===== src/rtl/shadow_irq_pkg.sv =====
package shadow_irq_pkg;
  localparam int unsigned BUS_W  = 32;
  localparam int unsigned ADDR_W = 8;
  localparam int unsigned IDX_W  = 8;

  localparam logic [ADDR_W-1:0] OFS_MASK_LO = 8'h04;
  localparam logic [ADDR_W-1:0] OFS_PEND_LO = 8'h08;
  localparam logic [ADDR_W-1:0] OFS_MASK_HI = 8'h50;
  localparam logic [ADDR_W-1:0] OFS_PEND_HI = 8'h54;

  typedef enum logic [2:0] {
    ACC_NONE,
    ACC_MASK_LO,
    ACC_MASK_HI,
    ACC_PEND_LO,
    ACC_PEND_HI
  } acc_e;

  function automatic acc_e decode_acc(input logic [ADDR_W-1:0] a);
    case (a)
      OFS_MASK_LO: return ACC_MASK_LO;
      OFS_MASK_HI: return ACC_MASK_HI;
      OFS_PEND_LO: return ACC_PEND_LO;
      OFS_PEND_HI: return ACC_PEND_HI;
      default:     return ACC_NONE;
    endcase
  endfunction

  // Clear every bit of v at position w and above.
  function automatic logic [BUS_W-1:0] keep_low(input logic [BUS_W-1:0] v,
                                                input int unsigned w);
    logic [BUS_W-1:0] r;
    for (int unsigned b = 0; b < BUS_W; b++) r[b] = (b < w) ? v[b] : 1'b0;
    return r;
  endfunction
endpackage


===== src/rtl/shadow_irq_regs.sv =====
module shadow_irq_regs
  import shadow_irq_pkg::*;
#(
  parameter int unsigned NUM_SRC = 40
) (
  input  logic                clk,
  input  logic                rst_n,
  input  logic                sel_i,
  input  logic                wr_i,
  input  logic [ADDR_W-1:0]   addr_i,
  input  logic [BUS_W-1:0]    wdata_i,
  input  logic [NUM_SRC-1:0]  pend_i,
  output logic [NUM_SRC-1:0]  mask_o,
  output logic [BUS_W-1:0]    rdata_o
);
  localparam int unsigned HI_W = NUM_SRC - BUS_W;

  acc_e               acc;
  logic [NUM_SRC-1:0] mask_q;
  logic [BUS_W-1:0]   rd_word;
  logic               wr_evt;
  logic               rd_evt;
  logic               wr_ignored_evt;

  assign acc            = decode_acc(addr_i);
  assign wr_evt         = sel_i && wr_i;
  assign rd_evt         = sel_i && !wr_i;
  assign wr_ignored_evt = wr_evt && (acc != ACC_MASK_LO) && (acc != ACC_MASK_HI);

  always_ff @(posedge clk or negedge rst_n) begin
    if (!rst_n) begin
      mask_q <= '0;
    end else if (wr_evt) begin
      if (acc == ACC_MASK_LO) mask_q[BUS_W-1:0] <= wdata_i;
      if (acc == ACC_MASK_HI) mask_q[NUM_SRC-1:BUS_W] <= wdata_i[HI_W-1:0];
    end
  end

  always_comb begin
    case (acc)
      ACC_MASK_LO: rd_word = mask_q[BUS_W-1:0];
      ACC_MASK_HI: rd_word = keep_low(BUS_W'(mask_q >> BUS_W), HI_W);
      ACC_PEND_LO: rd_word = pend_i[BUS_W-1:0];
      ACC_PEND_HI: rd_word = keep_low(BUS_W'(pend_i >> BUS_W), HI_W);
      default:     rd_word = '0;
    endcase
  end

  always_ff @(posedge clk or negedge rst_n) begin
    if (!rst_n)      rdata_o <= '0;
    else if (rd_evt) rdata_o <= rd_word;
  end

  assign mask_o = mask_q;

  AST_IGNORED_WRITE_KEEPS_MASK: assert property (@(posedge clk) disable iff (!rst_n)
    wr_ignored_evt |=> $stable(mask_q));
  AST_NO_ACCESS_KEEPS_RDATA: assert property (@(posedge clk) disable iff (!rst_n)
    !rd_evt |=> $stable(rdata_o));
  AST_HI_UPPER_ZERO: assert property (@(posedge clk) disable iff (!rst_n)
    (rd_evt && acc == ACC_MASK_HI) |=> (rdata_o[BUS_W-1:HI_W] == '0));
endmodule


===== src/rtl/shadow_irq_route.sv =====
module shadow_irq_route
  import shadow_irq_pkg::*;
#(
  parameter int unsigned              NUM_SRC    = 40,
  parameter int unsigned              NUM_PAIRS  = 2,
  parameter logic [NUM_PAIRS*IDX_W-1:0] PAIR_TGT = {8'd39, 8'd30},
  parameter logic [NUM_PAIRS*IDX_W-1:0] PAIR_SHD = {8'd33, 8'd29},
  parameter logic [NUM_SRC-1:0]       ROUTE_CPU1 = 40'h08_0000_0100
) (
  input  logic [NUM_SRC-1:0] src_i,
  input  logic [NUM_SRC-1:0] mask_i,
  output logic [NUM_SRC-1:0] cpu0_o,
  output logic [NUM_SRC-1:0] cpu1_o,
  output logic [NUM_SRC-1:0] pend_o
);
  // Shadow line of a paired line, or -1 for a line that is not paired.
  function automatic int shadow_of(input int line);
    for (int p = 0; p < int'(NUM_PAIRS); p++)
      if (int'(PAIR_TGT[p*IDX_W +: IDX_W]) == line)
        return int'(PAIR_SHD[p*IDX_W +: IDX_W]);
    return -1;
  endfunction

  function automatic bit is_shadow(input int line);
    for (int p = 0; p < int'(NUM_PAIRS); p++)
      if (int'(PAIR_SHD[p*IDX_W +: IDX_W]) == line) return 1'b1;
    return 1'b0;
  endfunction

  for (genvar i = 0; i < int'(NUM_SRC); i++) begin : g_line
    localparam int PARTNER = shadow_of(i);
    localparam bit SHD     = is_shadow(i);
    if (SHD) begin : g_shd
      logic unused_shadow_lvl;
      assign unused_shadow_lvl = src_i[i];
      assign cpu0_o[i] = 1'b0;
      assign cpu1_o[i] = 1'b0;
      assign pend_o[i] = 1'b0;
    end else if (PARTNER >= 0) begin : g_pair
      assign cpu0_o[i] = src_i[i] & mask_i[i];
      assign cpu1_o[i] = src_i[i] & mask_i[PARTNER];
      assign pend_o[i] = cpu0_o[i] | cpu1_o[i];
    end else begin : g_single
      logic en;
      assign en        = src_i[i] & mask_i[i];
      assign cpu0_o[i] = en & ~ROUTE_CPU1[i];
      assign cpu1_o[i] = en &  ROUTE_CPU1[i];
      assign pend_o[i] = en;
    end
  end
endmodule


===== src/rtl/shadow_irq_out.sv =====
module shadow_irq_out #(
  parameter int unsigned NUM_SRC = 40
) (
  input  logic               clk,
  input  logic               rst_n,
  input  logic [NUM_SRC-1:0] cpu0_i,
  input  logic [NUM_SRC-1:0] cpu1_i,
  output logic [1:0]         irq_o
);
  logic [1:0] any_now;

  assign any_now = {|cpu1_i, |cpu0_i};

  always_ff @(posedge clk or negedge rst_n) begin
    if (!rst_n) irq_o <= '0;
    else        irq_o <= any_now;
  end
endmodule


===== src/rtl/shadow_irq_ctrl.sv =====
module shadow_irq_ctrl
  import shadow_irq_pkg::*;
#(
  parameter int unsigned                NUM_SRC    = 40,
  parameter int unsigned                NUM_PAIRS  = 2,
  parameter logic [NUM_PAIRS*IDX_W-1:0] PAIR_TGT   = {8'd39, 8'd30},
  parameter logic [NUM_PAIRS*IDX_W-1:0] PAIR_SHD   = {8'd33, 8'd29},
  parameter logic [NUM_SRC-1:0]         ROUTE_CPU1 = 40'h08_0000_0100
) (
  input  logic               clk,
  input  logic               rst_n,
  input  logic [NUM_SRC-1:0] src_i,
  input  logic               bus_sel_i,
  input  logic               bus_wr_i,
  input  logic [7:0]         bus_addr_i,
  input  logic [31:0]        bus_wdata_i,
  output logic [31:0]        bus_rdata_o,
  output logic [1:0]         irq_o
);
  function automatic logic [NUM_SRC-1:0] shadow_set();
    logic [NUM_SRC-1:0] r;
    r = '0;
    for (int p = 0; p < int'(NUM_PAIRS); p++) r[PAIR_SHD[p*IDX_W +: IDX_W]] = 1'b1;
    return r;
  endfunction

  localparam logic [NUM_SRC-1:0] SHADOW_LINES = shadow_set();

  logic [NUM_SRC-1:0] mask_w;
  logic [NUM_SRC-1:0] pend_w;
  logic [NUM_SRC-1:0] cpu0_w;
  logic [NUM_SRC-1:0] cpu1_w;
  logic               none_pending;
  logic               only_shadow_lvl;

  shadow_irq_regs #(.NUM_SRC(NUM_SRC)) regs_i (
    .clk     (clk),
    .rst_n   (rst_n),
    .sel_i   (bus_sel_i),
    .wr_i    (bus_wr_i),
    .addr_i  (bus_addr_i),
    .wdata_i (bus_wdata_i),
    .pend_i  (pend_w),
    .mask_o  (mask_w),
    .rdata_o (bus_rdata_o)
  );

  shadow_irq_route #(
    .NUM_SRC    (NUM_SRC),
    .NUM_PAIRS  (NUM_PAIRS),
    .PAIR_TGT   (PAIR_TGT),
    .PAIR_SHD   (PAIR_SHD),
    .ROUTE_CPU1 (ROUTE_CPU1)
  ) route_i (
    .src_i  (src_i),
    .mask_i (mask_w),
    .cpu0_o (cpu0_w),
    .cpu1_o (cpu1_w),
    .pend_o (pend_w)
  );

  shadow_irq_out #(.NUM_SRC(NUM_SRC)) out_i (
    .clk    (clk),
    .rst_n  (rst_n),
    .cpu0_i (cpu0_w),
    .cpu1_i (cpu1_w),
    .irq_o  (irq_o)
  );

  assign none_pending    = (pend_w == '0);
  assign only_shadow_lvl = ((src_i & ~SHADOW_LINES) == '0);

  AST_IDLE_NO_IRQ: assert property (@(posedge clk) disable iff (!rst_n)
    none_pending |=> (irq_o == 2'b00));
  AST_PENDING_RAISES_IRQ: assert property (@(posedge clk) disable iff (!rst_n)
    !none_pending |=> (irq_o != 2'b00));
  AST_SHADOW_SILENT: assert property (@(posedge clk) disable iff (!rst_n)
    only_shadow_lvl |=> (irq_o == 2'b00));
  AST_MASKED_SILENT: assert property (@(posedge clk) disable iff (!rst_n)
    (mask_w == '0) |=> (irq_o == 2'b00));
endmodule


===== config.mk =====
export PLATFORM = sky130hd
export DESIGN_NAME = shadow_irq_ctrl
export DESIGN_NICKNAME = d
export VERILOG_FILES = /design/src/rtl/shadow_irq_pkg.sv /design/src/rtl/shadow_irq_regs.sv /design/src/rtl/shadow_irq_route.sv /design/src/rtl/shadow_irq_out.sv /design/src/rtl/shadow_irq_ctrl.sv
export SDC_FILE = /design/constraint.sdc
export NUM_CORES = 1
export LEC_CHECK = 0
export BUFFER_PORTS_ARGS = -buffer_cell sky130_fd_sc_hd__buf_2
export CAP_MARGIN = 20
export CORE_MARGIN = 5
export CORE_UTILIZATION = 48
export CTS_CLUSTER_DIAMETER = 60
export DETAILED_ROUTE_END_ITERATION = 12
export PLACE_DENSITY = 0.73
export SLEW_MARGIN = 20
export SYNTH_ARGS = -nofsm -noshare
export SYNTH_HDL_FRONTEND = slang
export SYNTH_HIERARCHICAL = 1
export SYNTH_SLANG_ARGS = --single-unit
export TNS_END_PERCENT = 30

===== constraint.sdc =====
create_clock -name clk -period 1.65 [get_ports clk]
set_clock_uncertainty 0.15 [all_clocks]
set_input_delay 0.33 -clock clk [delete_from_list [all_inputs] [get_ports clk]]
set_output_delay 0.33 -clock clk [all_outputs]
set_load 0.05 [all_outputs]

==> results.md <==
* GRT Residual Overflow at 0
* Synthesized area per cell at 10.2 um2
* Final setup violating endpoints at between 60 and 70
* Synth Area in Adders at 0%
* Setup crit start kind: input pin
* WL per Instance at 16.9 um
* Final Max Slew Viols at 0
* Tot Pwr at 3.84 mW
* Average vias per placed instance at a little over 5
* # rows at 35
* Hold WC Path Type: input pin to register
* Reg2Reg Depth at 4
* Kind of critical path: input pin to register
* Ys Warns at 6
* TritonCTS clock tree: yes
* N_diodes at 0
* Post-synth design cell area at roughly 4500 um2
* Rel. slew slack at a little over half
* Ports at 118
* Cells after Synth at between 400 and 500
* Final nets at between 600 and 700
* Worst hold path depth at 2
* Finished Core Util at about three fifths
* Yosys top cell area share at about two fifths
* Clock sinks at 74
* Post-Route WL at about 11000 um
* CTS Buffer Depth at 2
* XOR/XNOR Fraction of Synth Area at 0%
* Antenna violations before repair at 0
* Largest net degree at the start of global routing at 38
* Crit path capture type: register
* Die width at about 110 um
* DIE HEIGHT at 107 um
* Share of layout cells above drive strength 1 at ~45%
* Synth area leaders: dfrtp_1 (41%), buf_4 (19%), mux2_2 (9.4%)
* Synthesized flop and latch total at 74
* CTS buffer count at 9
* Hold Vio Cnt, Final at 0
* Worst slew pin tran at 0.695 ns
* Port bufs at roughly 120
* CTS clk-pin slew, worst paths at around 0.090 ns
* Mux share of post-synthesis cell area at between 9 and 10%
* Tcrit/Tclk final at 107%
* Seq/Total Area, Yosys at about 40%
* Vias at ~3400
* Min Tclk post-route at roughly 1.8 ns
* Root Buffer: clkbuf_8
* Fillers at approximately 800
* Pwr dens at slightly above 700 nW/um2
* Leakage at roughly 2.7 nW
* RSZ-0062 raised after global routing: yes
* Worst Path Arrival at 1.85 ns
* First-pass GRT wire length at 17900 um
* Area Growth Syn to Fin at 19.1%
* Total iterations of the first detailed-routing run at 4
* GR Util All Layers at approximately a fifth
* Post-synth top area cell: dfrtp_1
* DRT iter0 DRCs at between 100 and 150
* Worst-Skew Late Latency at 0.35 ns
* PnR worst setup slack at -0.121 ns
* Synth Area in Compound Gates at approximately an eighth
* Peak VDD IR at approximately 350 uV
* F_max at approximately 560 MHz
* CORE AREA at just over 9000 um2
* Status: finished with violations
* Violated checks: negative setup slack
* Post-route ant nets at 0
* Simple-gate area share of the yosys netlist at ~15%
* GPL Wtd Cong at 0.876
* DPL Wire Length at between 8000 and 9000 um
* Crit path max fanout at 13
* Synth cell types at 29
* Final Cell Area at between 5000 and 6000 um2
* # Max-Cap Violations at 0
* H-tree depth at 3
* Largest family of logic cells by synthesized area: buffers and inverters
* Initial core utilization at roughly half
* Required @ worst endpoint at 1.73 ns
* Placed inst area at 5000 um2
* DIE AREA at 11500 um2
* Vias in the first global route at 3571
* DRC Markers at 0
-- worst paths after layout --
check,slack [ns],to,start
max,-0.12,regs_i/mask_o[22]$_DFFE_PN0P_,bus_addr_i[6]
min,0.06,regs_i/mask_o[12]$_DFFE_PN0P_,bus_wdata_i[12]
max reg2reg,-0.10,out_i/irq_o[0]$_DFF_PN0_,regs_i/mask_o[23]$_DFFE_PN0P_
min reg2reg,0.33,regs_i/rdata_o[27]$_DFFE_PN0P_,regs_i/rdata_o[27]$_DFFE_PN0P_
max in group asynchronous,0.54,regs_i/rdata_o[7]$_DFFE_PN0P_,rst_n
min in group asynchronous,0.28,regs_i/rdata_o[18]$_DFFE_PN0P_,rst_n
-- state kept, by name (all words and copies together) (netlist names) --
name	count
out_i/irq_o	2
regs_i/rdata_o	32
regs_i/mask_o	40
-- metal layers --
layer | GRT usage, % | wire length [um] | part of all wire [%]
met1 | 26.5 | 4960 | 44
met2 | 32.8 | 5390 | 48
met3 | 4.09 | 857 | 7.6
met4 | 5.48 | 127 | 1.1
met5 | 0 | 0 | 0
-- synthesized netlist by cell type --
master	number
buf_4	115
dfrtp_1	74
and2_1	41
a22oi_1	40
mux2_2	38
nand2_1	35
o21ai_0	25
nor4_1	19
a21boi_0	8
a22o_1	8
clkbuf_1	7
buf_6	4
nand4_1	4
buf_2	3
nand2b_1	3
and3_1	2
buf_1	2
mux2_1	2
nor3_1	2
nor4_2	2
nor4_4	2
o21a_1	2
or3_1	2
or4_4	2
a21oi_1	1
conb_1	1
nor2_1	1
nor2_4	1
or4b_1	1
-- worst max-delay path, cell delays in order --
cell,delay (ns)
buf_8,0.10
or4_4,0.58
nor2_4,0.11
and3_4,0.24
buf_12,0.15
mux2_2,0.34
-- repair_timing --
action / in CTS / in global routing
endpoints found under the hold margin: 25 / 0
buffers inserted: 1 / 1
pin swaps: 1 / 1
gates resized for setup: 32 / 19
hold buffers: 1 / 0
endpoints found under the setup margin: 60 / 71
-- cells in the final DEF, fill, tap and decap left out, types with 4 or more instances in the layout --
master / synthesis / routed
and2_1: 41 / 41
nor4_1: 19 / 13
a22o_1: 8 / 8
clkbuf_8: 0 / 10
conb_1: 1 / 42
dfrtp_1: 74 / 74
o21ai_1: 0 / 17
nand4_1: 4 / 4
a21boi_0: 8 / 8
buf_12: 0 / 6
buf_2: 3 / 110
mux2_2: 38 / 10
o21ai_0: 25 / 7
a22oi_1: 40 / 39
nor4_2: 2 / 8
mux2_4: 0 / 29
buf_4: 115 / 45
buf_6: 4 / 7
nand2_1: 35 / 35
-- layout make-up --
type                    count  area (um2)  share of cell area (%)
clock inverters             6        90.1                    1.67
multi-input cells         283        2050                    38.0
flip-flops and latches     74        1850                    34.3
repair buffers            170        1110                    20.6
clock buffers              10         138                    2.55
well taps                 129         161                    2.99
-- logic make-up after synthesis --
kind of cell	after synthesis
DFF	74
buffers and inverters	131
muxes	40
and+or+nand+nor	117
AOI/OAI and AO/OA	84
other	1
-- report_power, final --
part / internal (mW) / total [mW] / switching, mW
clock network: 0.896 / 1.62 / 0.722
registers: 1.84 / 1.85 / 0.0157
logic: 0.185 / 0.371 / 0.187
total: 2.92 / 3.84 / 0.924
-- metrics by stage --
stage | setup TNS, ns | hold WS (ns) | setup WS [ns] | instances
after floorplan | -22.76 | -0.116 | -0.443 | 488
after global placement | -31.03 | 0.114 | -0.480 | 653
after detailed placement | -31.88 | 0.117 | -0.520 | 653
after CTS | -2.85 | 0.0408 | -0.0950 | 671
after global routing | -7.54 | 0.0354 | -0.154 | 672
final | -5.05 | 0.0551 | -0.121 | 672
Note: power is estimated with default switching activity, not from simulation.
